--- src/rtl/flagseq_pkg.sv ---
package flagseq_pkg;

    // State codes; ST_SPARE is never entered in normal operation
    typedef enum logic [1:0] {
        ST_IDLE  = 2'b00,
        ST_RUN   = 2'b01,
        ST_SPARE = 2'b10,
        ST_DONE  = 2'b11
    } fs_state_e;

    // Commands from the control unit to the datapath
    typedef struct packed {
        logic clr;    // clear counter and completion flag
        logic inc;    // advance counter
        logic e_ld;   // load tracking flag from counter
        logic f_set;  // raise completion flag
    } fs_cmd_t;

    localparam int FS_NUM_LIVE = 3;

endpackage

--- src/rtl/flagseq_next.sv ---
module flagseq_next
    import flagseq_pkg::*;
(
    input  fs_state_e cur,
    input  logic      start,
    input  logic      bit_hi,
    input  logic      bit_lo,
    output fs_state_e nxt
);

    logic halt;
    logic [3:0] mux_hi;
    logic [3:0] mux_lo;

    assign halt = bit_hi & bit_lo;

    // One multiplexer per state-code bit, data inputs indexed by present code
    always_comb begin
        mux_hi = {1'b0,    // 11 done  -> idle
                  1'b0,    // 10 spare -> idle
                  halt,    // 01 run   -> done when halting
                  1'b0};   // 00 idle
        mux_lo = {1'b0,    // 11 done
                  1'b0,    // 10 spare
                  1'b1,    // 01 run keeps low bit set (run or done)
                  start};  // 00 idle -> run on start
        nxt = fs_state_e'({mux_hi[cur], mux_lo[cur]});
    end

endmodule

--- src/rtl/flagseq_dec.sv ---
module flagseq_dec
    import flagseq_pkg::*;
(
    input  fs_state_e cur,
    output logic      st_idle,
    output logic      st_run,
    output logic      st_done
);

    localparam fs_state_e LIVE [FS_NUM_LIVE] = '{ST_IDLE, ST_RUN, ST_DONE};

    logic [FS_NUM_LIVE-1:0] line;

    for (genvar g = 0; g < FS_NUM_LIVE; g++) begin : g_line
        assign line[g] = (cur == LIVE[g]);
    end

    assign st_idle = line[0];
    assign st_run  = line[1];
    assign st_done = line[2];

endmodule

--- src/rtl/flagseq_dp.sv ---
module flagseq_dp
    import flagseq_pkg::*;
#(
    parameter int CNT_W = 4
) (
    input  logic             clk,
    input  logic             rst,
    input  fs_cmd_t          cmd,
    output logic [CNT_W-1:0] cnt,
    output logic             flag_e,
    output logic             flag_f
);

    localparam int TRK_BIT = CNT_W - 2;
    localparam logic [CNT_W-1:0] ONE = CNT_W'(1);

    always_ff @(posedge clk) begin
        if (rst) begin
            cnt <= '0;
        end else if (cmd.clr) begin
            cnt <= '0;
        end else if (cmd.inc) begin
            cnt <= cnt + ONE;
        end
    end

    always_ff @(posedge clk) begin
        if (rst) begin
            flag_e <= 1'b0;
        end else if (cmd.e_ld) begin
            flag_e <= cnt[TRK_BIT];
        end
    end

    always_ff @(posedge clk) begin
        if (rst) begin
            flag_f <= 1'b0;
        end else if (cmd.clr) begin
            flag_f <= 1'b0;
        end else if (cmd.f_set) begin
            flag_f <= 1'b1;
        end
    end

endmodule

--- src/rtl/flagseq_ctrl.sv ---
module flagseq_ctrl
    import flagseq_pkg::*;
#(
    parameter int CNT_W = 4
) (
    input  logic             clk,
    input  logic             rst,
    input  logic             start,
    output logic [CNT_W-1:0] cnt,
    output logic             flag_e,
    output logic             flag_f,
    output logic             st_idle,
    output logic             st_run,
    output logic             st_done
);

    localparam int HI_BIT = CNT_W - 1;
    localparam int LO_BIT = CNT_W - 2;

    fs_state_e state_q;
    fs_state_e state_d;
    fs_cmd_t   cmd;

    flagseq_next u_next (
        .cur    (state_q),
        .start  (start),
        .bit_hi (cnt[HI_BIT]),
        .bit_lo (cnt[LO_BIT]),
        .nxt    (state_d)
    );

    // State register
    always_ff @(posedge clk) begin
        if (rst) begin
            state_q <= ST_IDLE;
        end else begin
            state_q <= state_d;
        end
    end

    // Datapath commands per state
    always_comb begin
        cmd = '0;
        unique case (state_q)
            ST_IDLE:  cmd.clr   = start;
            ST_RUN: begin
                cmd.inc  = 1'b1;
                cmd.e_ld = 1'b1;
            end
            ST_DONE:  cmd.f_set = 1'b1;
            ST_SPARE: cmd       = '0;
        endcase
    end

    flagseq_dp #(.CNT_W(CNT_W)) u_dp (
        .clk    (clk),
        .rst    (rst),
        .cmd    (cmd),
        .cnt    (cnt),
        .flag_e (flag_e),
        .flag_f (flag_f)
    );

    flagseq_dec u_dec (
        .cur     (state_q),
        .st_idle (st_idle),
        .st_run  (st_run),
        .st_done (st_done)
    );

endmodule

--- config.mk ---
export PLATFORM = sky130hd
export DESIGN_NAME = flagseq_ctrl
export DESIGN_NICKNAME = d
export VERILOG_FILES = /design/src/rtl/flagseq_pkg.sv /design/src/rtl/flagseq_next.sv /design/src/rtl/flagseq_dec.sv /design/src/rtl/flagseq_dp.sv /design/src/rtl/flagseq_ctrl.sv
export SDC_FILE = /design/constraint.sdc
export NUM_CORES = 1
export LEC_CHECK = 0
export ABC_CLOCK_PERIOD_IN_PS = 1000
export BUFFER_PORTS_ARGS = -buffer_cell sky130_fd_sc_hd__buf_4
export CAP_MARGIN = 5
export CORE_AREA = 2 2 39 41
export CTS_CLUSTER_SIZE = 28
export DETAILED_ROUTE_END_ITERATION = 6
export DIE_AREA = 0 0 41 43
export PLACE_DENSITY = 0.57
export SKIP_CTS_REPAIR_TIMING = 1
export SYNTH_ARGS = -nofsm -noshare
export SYNTH_HDL_FRONTEND = slang
export SYNTH_SLANG_ARGS = --single-unit
--- constraint.sdc ---
create_clock -name clk -period 1 [get_ports clk]
set_input_delay 0.1 -clock clk [delete_from_list [all_inputs] [get_ports clk]]
set_output_delay 0.1 -clock clk [all_outputs]
set_load 0.02 [all_outputs]
Word level (Yosys, flattened, before mapping) --
Index checks and enable logic that the tools add are counted.
Storage, ports and cells: register bits after elaboration 8
Cells by class: $add $sub $neg 1, mux-type cells 7, bitwise operators 1, magnitude comparators 1, reductions and logical operators 2, eq/ne operators 2
Operators with widths (number):
- $add 4x1->4 const B | 1
- $bmux 1 s2 | 2
- $mux 1 | 4
- $lt 2x3->1 const B | 1
- $eq 2x1->1 const B | 1
- $eq 2x2->1 const B | 1
- $logic_not 2->1 | 1
- $mux 2 | 1
- $reduce_or 2->1 | 1
- $and 1x1->1 | 1

Depth between registers and ports, before layout --
Gate-level depths: netlist (run 1).
word-level depth 3, depth in mapped cells 4, gate-level depth less buffers 4

By module --
A second synthesis (run 1) with hierarchy kept.
Unflattened totals: cells, all modules 35, area, all modules 352.8 um2
Modules (own cells, without submodules):
- flagseq_dp | cells each 23, times used 1, area each 239.0 um2
- flagseq_ctrl | cells each 7, times used 1, area each 77.6 um2
- flagseq_next | cells each 2, times used 1, area each 20.0 um2
- flagseq_dec | cells each 3, times used 1, area each 16.3 um2

Worst setup path after synthesis (run 1) --
Ideal clock, no wire load.
kind reg-to-reg, start point register state_q[0], end point register u_dp.cnt[1], buffers on the path 0, data arrival time 1.137 ns, setup slack -0.254 ns, cell stages (with the launch flop) 4, cell sequence dfxtp_1 > nor2b_1 > mux2i_1 > nor2_1
On the way: elaborated cells between the ends (all ways) 5, those cells by class eq/ne: 1; mux: 2; reduce/logical: 2
RTL lines:
- start, declared | RTL line flagseq_ctrl.sv:20 | fs_state_e state_q;
- start signal, assigned | RTL line flagseq_ctrl.sv:37 | state_q <= state_d;
- $eq 2x1->1
- net st_run | RTL line flagseq_ctrl.sv:13 | output logic st_run,
- $mux 2 | RTL line flagseq_ctrl.sv:44 | unique case (state_q)
- end signal, assigned | RTL line flagseq_dp.sv:23 | cnt <= cnt + ONE;
- end, declared | RTL line flagseq_dp.sv:9 | output logic [CNT_W-1:0] cnt,
The timed path passes the listed nets, and every way through them passes these cells. A chain may end at the register's enable or synchronous reset.

Final worst setup path (run 1) --
start point register state_q[1], end point output port st_done
On the way: cells in the longest elaborated chain, start to end 1
Ends and longest elaborated chain:
- $eq 2x2->1 | RTL line flagseq_dec.sv:15 | assign line[g] = (cur == LIVE[g]);
- end, declared | RTL line flagseq_ctrl.sv:14 | output logic st_done
Every way passes these cells.

==> impl_results.md, run 1 <==
- DPL Wire Length: 487 um
- GRT Total Usage: 8.56%
- RSZ-0062 raised after global routing: true
- TritonRoute pass-1 iters: 4
- IO Pins: 12
- Clock Skew: 6.97 ps
- Failing checks: negative setup slack
- Worst Max-Slew Pin Slew: approximately 160 ps
- Vias in the first global route: 207
- Dpl cell area: 448 um2
- Setup crit end: st_done
- Post-synthesis simple-gate area fraction: 26.1%
- Synth Area in Adders: 3.89%
- Remaining antenna violation count: 0
- Cell Count, Final, Fillers Out: 66
- Max_slew headroom: 89.1%
- Commonest non-fill, non-tap cells in the layout: buf_4, nor2_1, dfxtp_1, clkbuf_4, buf_6
- FF-to-FF End: u_dp.cnt[3]
- Total power draw: slightly below 700 uW
- Layout Nets: 55
- Netlist cell types: 18
- Num CTS Buffers: 3
- Crit path DAT: 970 ps
- # H-tree levels: 1
- Largest net degree at the start of global routing: 7
- Slew Limit Fails: 0
- Initial antenna violation count: 0
- Layout cells sized above 1: 48.0%
- Area Overhead vs Synth: 53.7%
- P_leak: 0.213 nW
- Fin. Hold Viols: 0
- Placed cells: 62
- FF-to-FF Start: state_q[1]
- Die Wd: 41 um
- Routed via count: 279
- Final worst slack: -72.2 ps
- Post-Syn Area: 322 um2
- Antenna diode instance count: 0
- WP data required: 900 ps
- Post-synthesis cell count: 34
- Avg Inst Size Synth: 9.46 um2
- Core Box Area: 0.00138 mm2
- Routed wire length: 677 um
- Commonest non-fill, non-tap cell in the layout: buf_4
- Clock tree buffer depth: 2
- Post-Place Setup Slack: -29.1 ps
- Outcome: complete, but fails checks
- Crit end category: primary output
- CTS tree: done
- Area of the multi-input gates: 161 um2
- Startpoint class of the critical path: flip-flop
- FP Rows: 14
- Worst reg-to-reg setup slack: -30 ps
- First-pass GRT wire length: approximately 910 um
- Reg2Reg Depth: 3
- Worst-skew pair later-pin latency: 260 ps
- Register area: 170 um2
- Yosys reg bits: 8
- Util after Layout: 35.7%
- 1st-iter DRT viols: 8
- Worst Path Max Fanout: 6
- Setup Viol. Count Final: 4
- Cell area after layout: 494 um2
- Hold Path Class: in -> reg
- Congestion Overflow GR: 0
- I/O Buffers: 11
- Tmin final: roughly 1100 ps
- Pwr Density: approximately 1400 mW/mm2
- Clock sink total: 8
- Clk root buf: clkbuf_4
- Start point of the critical path: state_q[1]
- Routability Congestion: 0.764
- Post-synthesis compound-gate area fraction: 7.00%
- # Max-Cap Violations: 0
- Post-synthesis mux area share: under 10%
- Clk slew on worst S/H paths: 60 ps
- Fmax: 933 MHz
- WL/cell: 10.3 um
- Seq/Total Area, Yosys: 49.8%
- Total die area: about 0.0018 mm2
- Floorplan die height: between 40 and 50 um
- Post-Synth XOR/XNOR Area: 5.45%
- Vias/cell: 4.23
- DRC: 0
- Tcrit/Tclk final: 107%
- Total of warnings raised by yosys: 0
- Setup Crit Path Kind: reg -> out
- Main combinational cell family by area after synthesis: simple AND/OR/NAND/NOR gates
- Initial Utilization: a little under a quarter
- VDD IR-drop max: ~0.53 mV
- Fillers: 157
- Synth Net Count: 38
## how the worst min path moves through the flow
stage / depth (start not counted) / slack [ps] / to / from
floorplan: 1 / 170 / state_q[1] / rst
global placement: 2 / 290 / state_q[1] / rst
detailed placement: 2 / 290 / state_q[1] / rst
CTS: 2 / 10 / state_q[1] / rst
global route: 2 / -0.1 / state_q[1] / rst
finish: 2 / 20 / state_q[1] / rst
## routing by layer
metal | global-route usage, % | up-vias | share of wire (%)
met3 | 6.28 | 2 | 6.9
met4 | 8.00 | 0 | 1.2
met2 | 8.44 | 12 | 47
li1 | - | 144 | -
met1 | 11.0 | 121 | 44
met5 | 0 | - | 0
## critical path, stage by stage (launching register included)
cell and delay (ps):
dfxtp_4 370, and2_2 210, buf_6 130
## through the flow
step                      hold WS, ps  setup TNS [ps]
after CTS                        13.9            -454
after global placement            294               0
after floorplan                   166           -22.7
after detailed placement          291           -29.1
final                            20.9            -180
after global routing          -0.0967            -403
## cells in the mapped netlist
| cell type | n | share of area (%) |
|---|---|---|
| a21o_1 | 1 | 2.3 |
| a21oi_1 | 2 | 3.1 |
| and2_2 | 1 | 2.3 |
| buf_4 | 2 | 4.7 |
| dfxtp_1 | 8 | 50 |
| ha_1 | 1 | 3.9 |
| mux2i_1 | 1 | 3.1 |
| nand2_1 | 1 | 1.2 |
| nand2b_1 | 1 | 1.9 |
| nand3b_1 | 2 | 4.7 |
| nor2_1 | 7 | 8.2 |
| nor2b_1 | 1 | 1.9 |
| nor3_1 | 1 | 1.6 |
| nor3b_1 | 1 | 2.3 |
| o21ai_0 | 1 | 1.6 |
| or3_1 | 1 | 1.9 |
| xnor2_1 | 1 | 2.7 |
| xor2_1 | 1 | 2.7 |
## logic make-up after synthesis
group / Yosys count
AOI/OAI and AO/OA: 4
xor gates and xnor gates: 2
adders and majority gates: 1
buffers and inverters: 2
DFF: 8
muxes: 1
and+or+nand+nor: 16
## registers in the layout (all words and copies together) (netlist names)
| name | count |
|---|---|
| u_dp.cnt | 4 |
| state_q | 2 |
| u_dp.flag_e | 1 |
| u_dp.flag_f | 1 |
## power breakdown
group | leakage, nW | internal [mW] | switching (mW)
Sequential | 0.0671 | 0.324 | 0.0104
Clock | 0.0150 | 0.153 | 0.118
Combinational | 0.130 | 0.0405 | 0.0360
Total | 0.213 | 0.517 | 0.164
## area by class of cell
class                           count  share of cell area [%]
Clock buffer                        4                    5.32
Multi-Input combinational cell     24                    32.7
Sequential cell                     8                    34.4
Tap cell                           16                    4.05
Timing Repair Buffer               14                    23.5
(Power assumes the default switching activity.)
==> run 2: changes to the inputs <==
--- a/config.mk
+++ b/config.mk
@@ -5,14 +5,14 @@
 export SDC_FILE = /design/constraint.sdc
 export NUM_CORES = 1
 export LEC_CHECK = 0
-export ABC_CLOCK_PERIOD_IN_PS = 1000
+export ABC_CLOCK_PERIOD_IN_PS = 1100
 export BUFFER_PORTS_ARGS = -buffer_cell sky130_fd_sc_hd__buf_4
 export CAP_MARGIN = 5
 export CORE_AREA = 2 2 39 41
 export CTS_CLUSTER_SIZE = 28
 export DETAILED_ROUTE_END_ITERATION = 6
 export DIE_AREA = 0 0 41 43
-export PLACE_DENSITY = 0.57
+export PLACE_DENSITY = 0.55
 export SKIP_CTS_REPAIR_TIMING = 1
 export SYNTH_ARGS = -nofsm -noshare
 export SYNTH_HDL_FRONTEND = slang
==> constraint.sdc (replaced) <==
create_clock -name clk -period 1.1 [get_ports clk]
set_input_delay 0.055 -clock clk [delete_from_list [all_inputs] [get_ports clk]]
set_output_delay 0.055 -clock clk [all_outputs]
set_load 0.02 [all_outputs]
==> impl_results.md, run 2 (synthesized netlist as in run 1, its figures left out) <==
- # H-tree levels: 1
- WL/cell: roughly 10 um
- WP data required: 1040 ps
- Clk slew on worst S/H paths: 60 ps
- Max incr delay on CP: 370 ps
- Clock Skew: ~0.84 ps
- Initial Utilization: 23.2%
- Top Registers: u_dp.cnt: 4 flops, state_q: 2 flops
- Fmax: 950 MHz
- Tmin final: 1050 ps
- Tcrit/Tclk final: 95.7%
- Final worst slack: around 47 ps
- FP Rows: 14
- Slew Limit Fails: 0
- Area Overhead vs Synth: 46.7%
- VDD IR-drop max: about 0.51 mV
- Remaining antenna violation count: 0
- TritonRoute pass-1 iters: 2
- Vias in the first global route: approximately 260
- GRT Total Usage: 9.78%
- Util after Layout: 34.1%
- Post-Place Setup Slack: 17.5 ps
- FF-to-FF Start: state_q[1]
- Worst Path Max Fanout: 6
- Routed via count: 278
- Crit end category: primary output
- Outcome: completed
- Max reg flops: 4
- P_leak: roughly 0.2 nW
- Hold path start: start
- Num CTS Buffers: 3
- Fillers: 149
- Antenna diode instance count: 0
- Worst-skew pair later-pin latency: about 250 ps
- Setup Viol. Count Final: 0
- # Max-Cap Violations: 0
- DPL Wire Length: 480 um
- Die Wd: 41 um
- Setup Crit Path Kind: reg -> out
- CP max stage cell: dfxtp_2
- CTS tree: done
- Vias/cell: 4.28
- Routability Congestion: approximately 0.7
- Clock sink total: 8
- Worst Path Buf+Inv: 1
- I/O Buffers: 11
- Floorplan die height: 43 um
- Congestion Overflow GR: 0
- Pwr Density: 1270 mW/mm2
- Max_slew headroom: 87.3%
- 1st-iter DRT viols: 3
- Core Box Area: 0.00138 mm2
- Crit path DAT: 1000 ps
- DRC: 0
- FF-to-FF End: u_dp.cnt[3]
- Initial antenna violation count: 0
- First-pass GRT wire length: roughly 1100 um
- Cell area after layout: 472 um2
- Worst reg-to-reg setup slack: 70 ps
- Most flops, register: u_dp.cnt
- Clock tree buffer depth: 2
- Layout cells sized above 1: 44.9%
- RSZ-0062 raised after global routing: true
- Total die area: 0.00176 mm2
- Hold Path Class: in -> reg
- Fin. Hold Viols: 0
- Hold Slack: 79.6 ps
- Commonest non-fill, non-tap cells in the layout: buf_4, nor2_1, dfxtp_1, clkbuf_4, dfxtp_2
- Largest net degree at the start of global routing: 7
- IO Pins: 12
- Commonest non-fill, non-tap cell in the layout: buf_4
- Dpl cell area: 427 um2
- Startpoint class of the critical path: flip-flop
- Routed wire length: 681 um
- Worst Max-Slew Pin Slew: 191 ps
- Hold Path Depth: 3
- Family with the most delay on the worst path: flip-flops
- Layout Nets: 55
- Worst path cell trace: nor2b_4 > buf_4
- CP Depth: 2
- Clk root buf: clkbuf_4
- Hold endpoint: state_q[0]
- Reg2Reg Depth: 3
## run 2: cell types whose count changed in the layout (fill, tap and decap cells not counted)
cell,before,now
a21oi_1,2,1
a21oi_2,0,1
buf_4,11,13
buf_6,3,0
clkbuf_1,1,0
dfxtp_1,4,5
dfxtp_2,2,3
dfxtp_4,2,0
dlygate4sd3_1,0,1
nor2_1,6,7
nor2_4,1,0
## run 2: how the worst max path moves through the flow
stage	start	endpoint	slack, ps
3_5_place_dp	state_q[1]	u_dp.cnt[3]	20
4_1_cts	state_q[0]	st_run	-90
5_1_grt	state_q[1]	u_dp.cnt[3]	-20
3_3_place_gp	state_q[0]	u_dp.cnt[1]	50
6_report	state_q[0]	st_run	50
2_1_floorplan	state_q[0]	u_dp.cnt[1]	10
## run 2: worst reg2reg max path, delay by kind of cell (launching register included)
kind	cells	cell delay, ps
AOI/OAI and AO/OA	1	120
and+or+nand+nor	2	510
DFF	1	350
## run 2: where the power goes
group / switching, mW / total [mW] / internal, mW
combinational: 0.0320 / 0.0643 / 0.0322
sequential: 0.00802 / 0.306 / 0.298
clock: 0.103 / 0.228 / 0.125
total: 0.143 / 0.598 / 0.455
## run 2: cell type report
| type | instances | area, um2 | area share, % |
|---|---|---|---|
| Clock buffer | 3 | 22.5 | 4.77 |
| Timing Repair Buffer | 14 | 108 | 22.8 |
| Multi-Input combinational cell | 24 | 158 | 33.4 |
| Sequential cell | 8 | 164 | 34.7 |
| Tap cell | 16 | 20.0 | 4.24 |
## run 2: through the flow
| step | std cells | total power [mW] | setup TNS (ps) |
|---|---|---|---|
| 6_report | 65 | 0.598 | 0 |
| 5_1_grt | 65 | 0.625 | -21.1 |
| 3_5_place_dp | 61 | 0.370 | 0 |
| 2_1_floorplan | 34 | 0.343 | 0 |
| 3_3_place_gp | 61 | 0.369 | 0 |
| 4_1_cts | 64 | 0.603 | -99.2 |
## run 2: metal layers
layer  wire length [um]  vias up  global-route usage, %
li1                   -      144                      -
met1                288      127                   11.4
met2                339        5                   11.9
met3                 40        2                   3.14
met4                 12        0                   12.0
met5                  0        -                      0
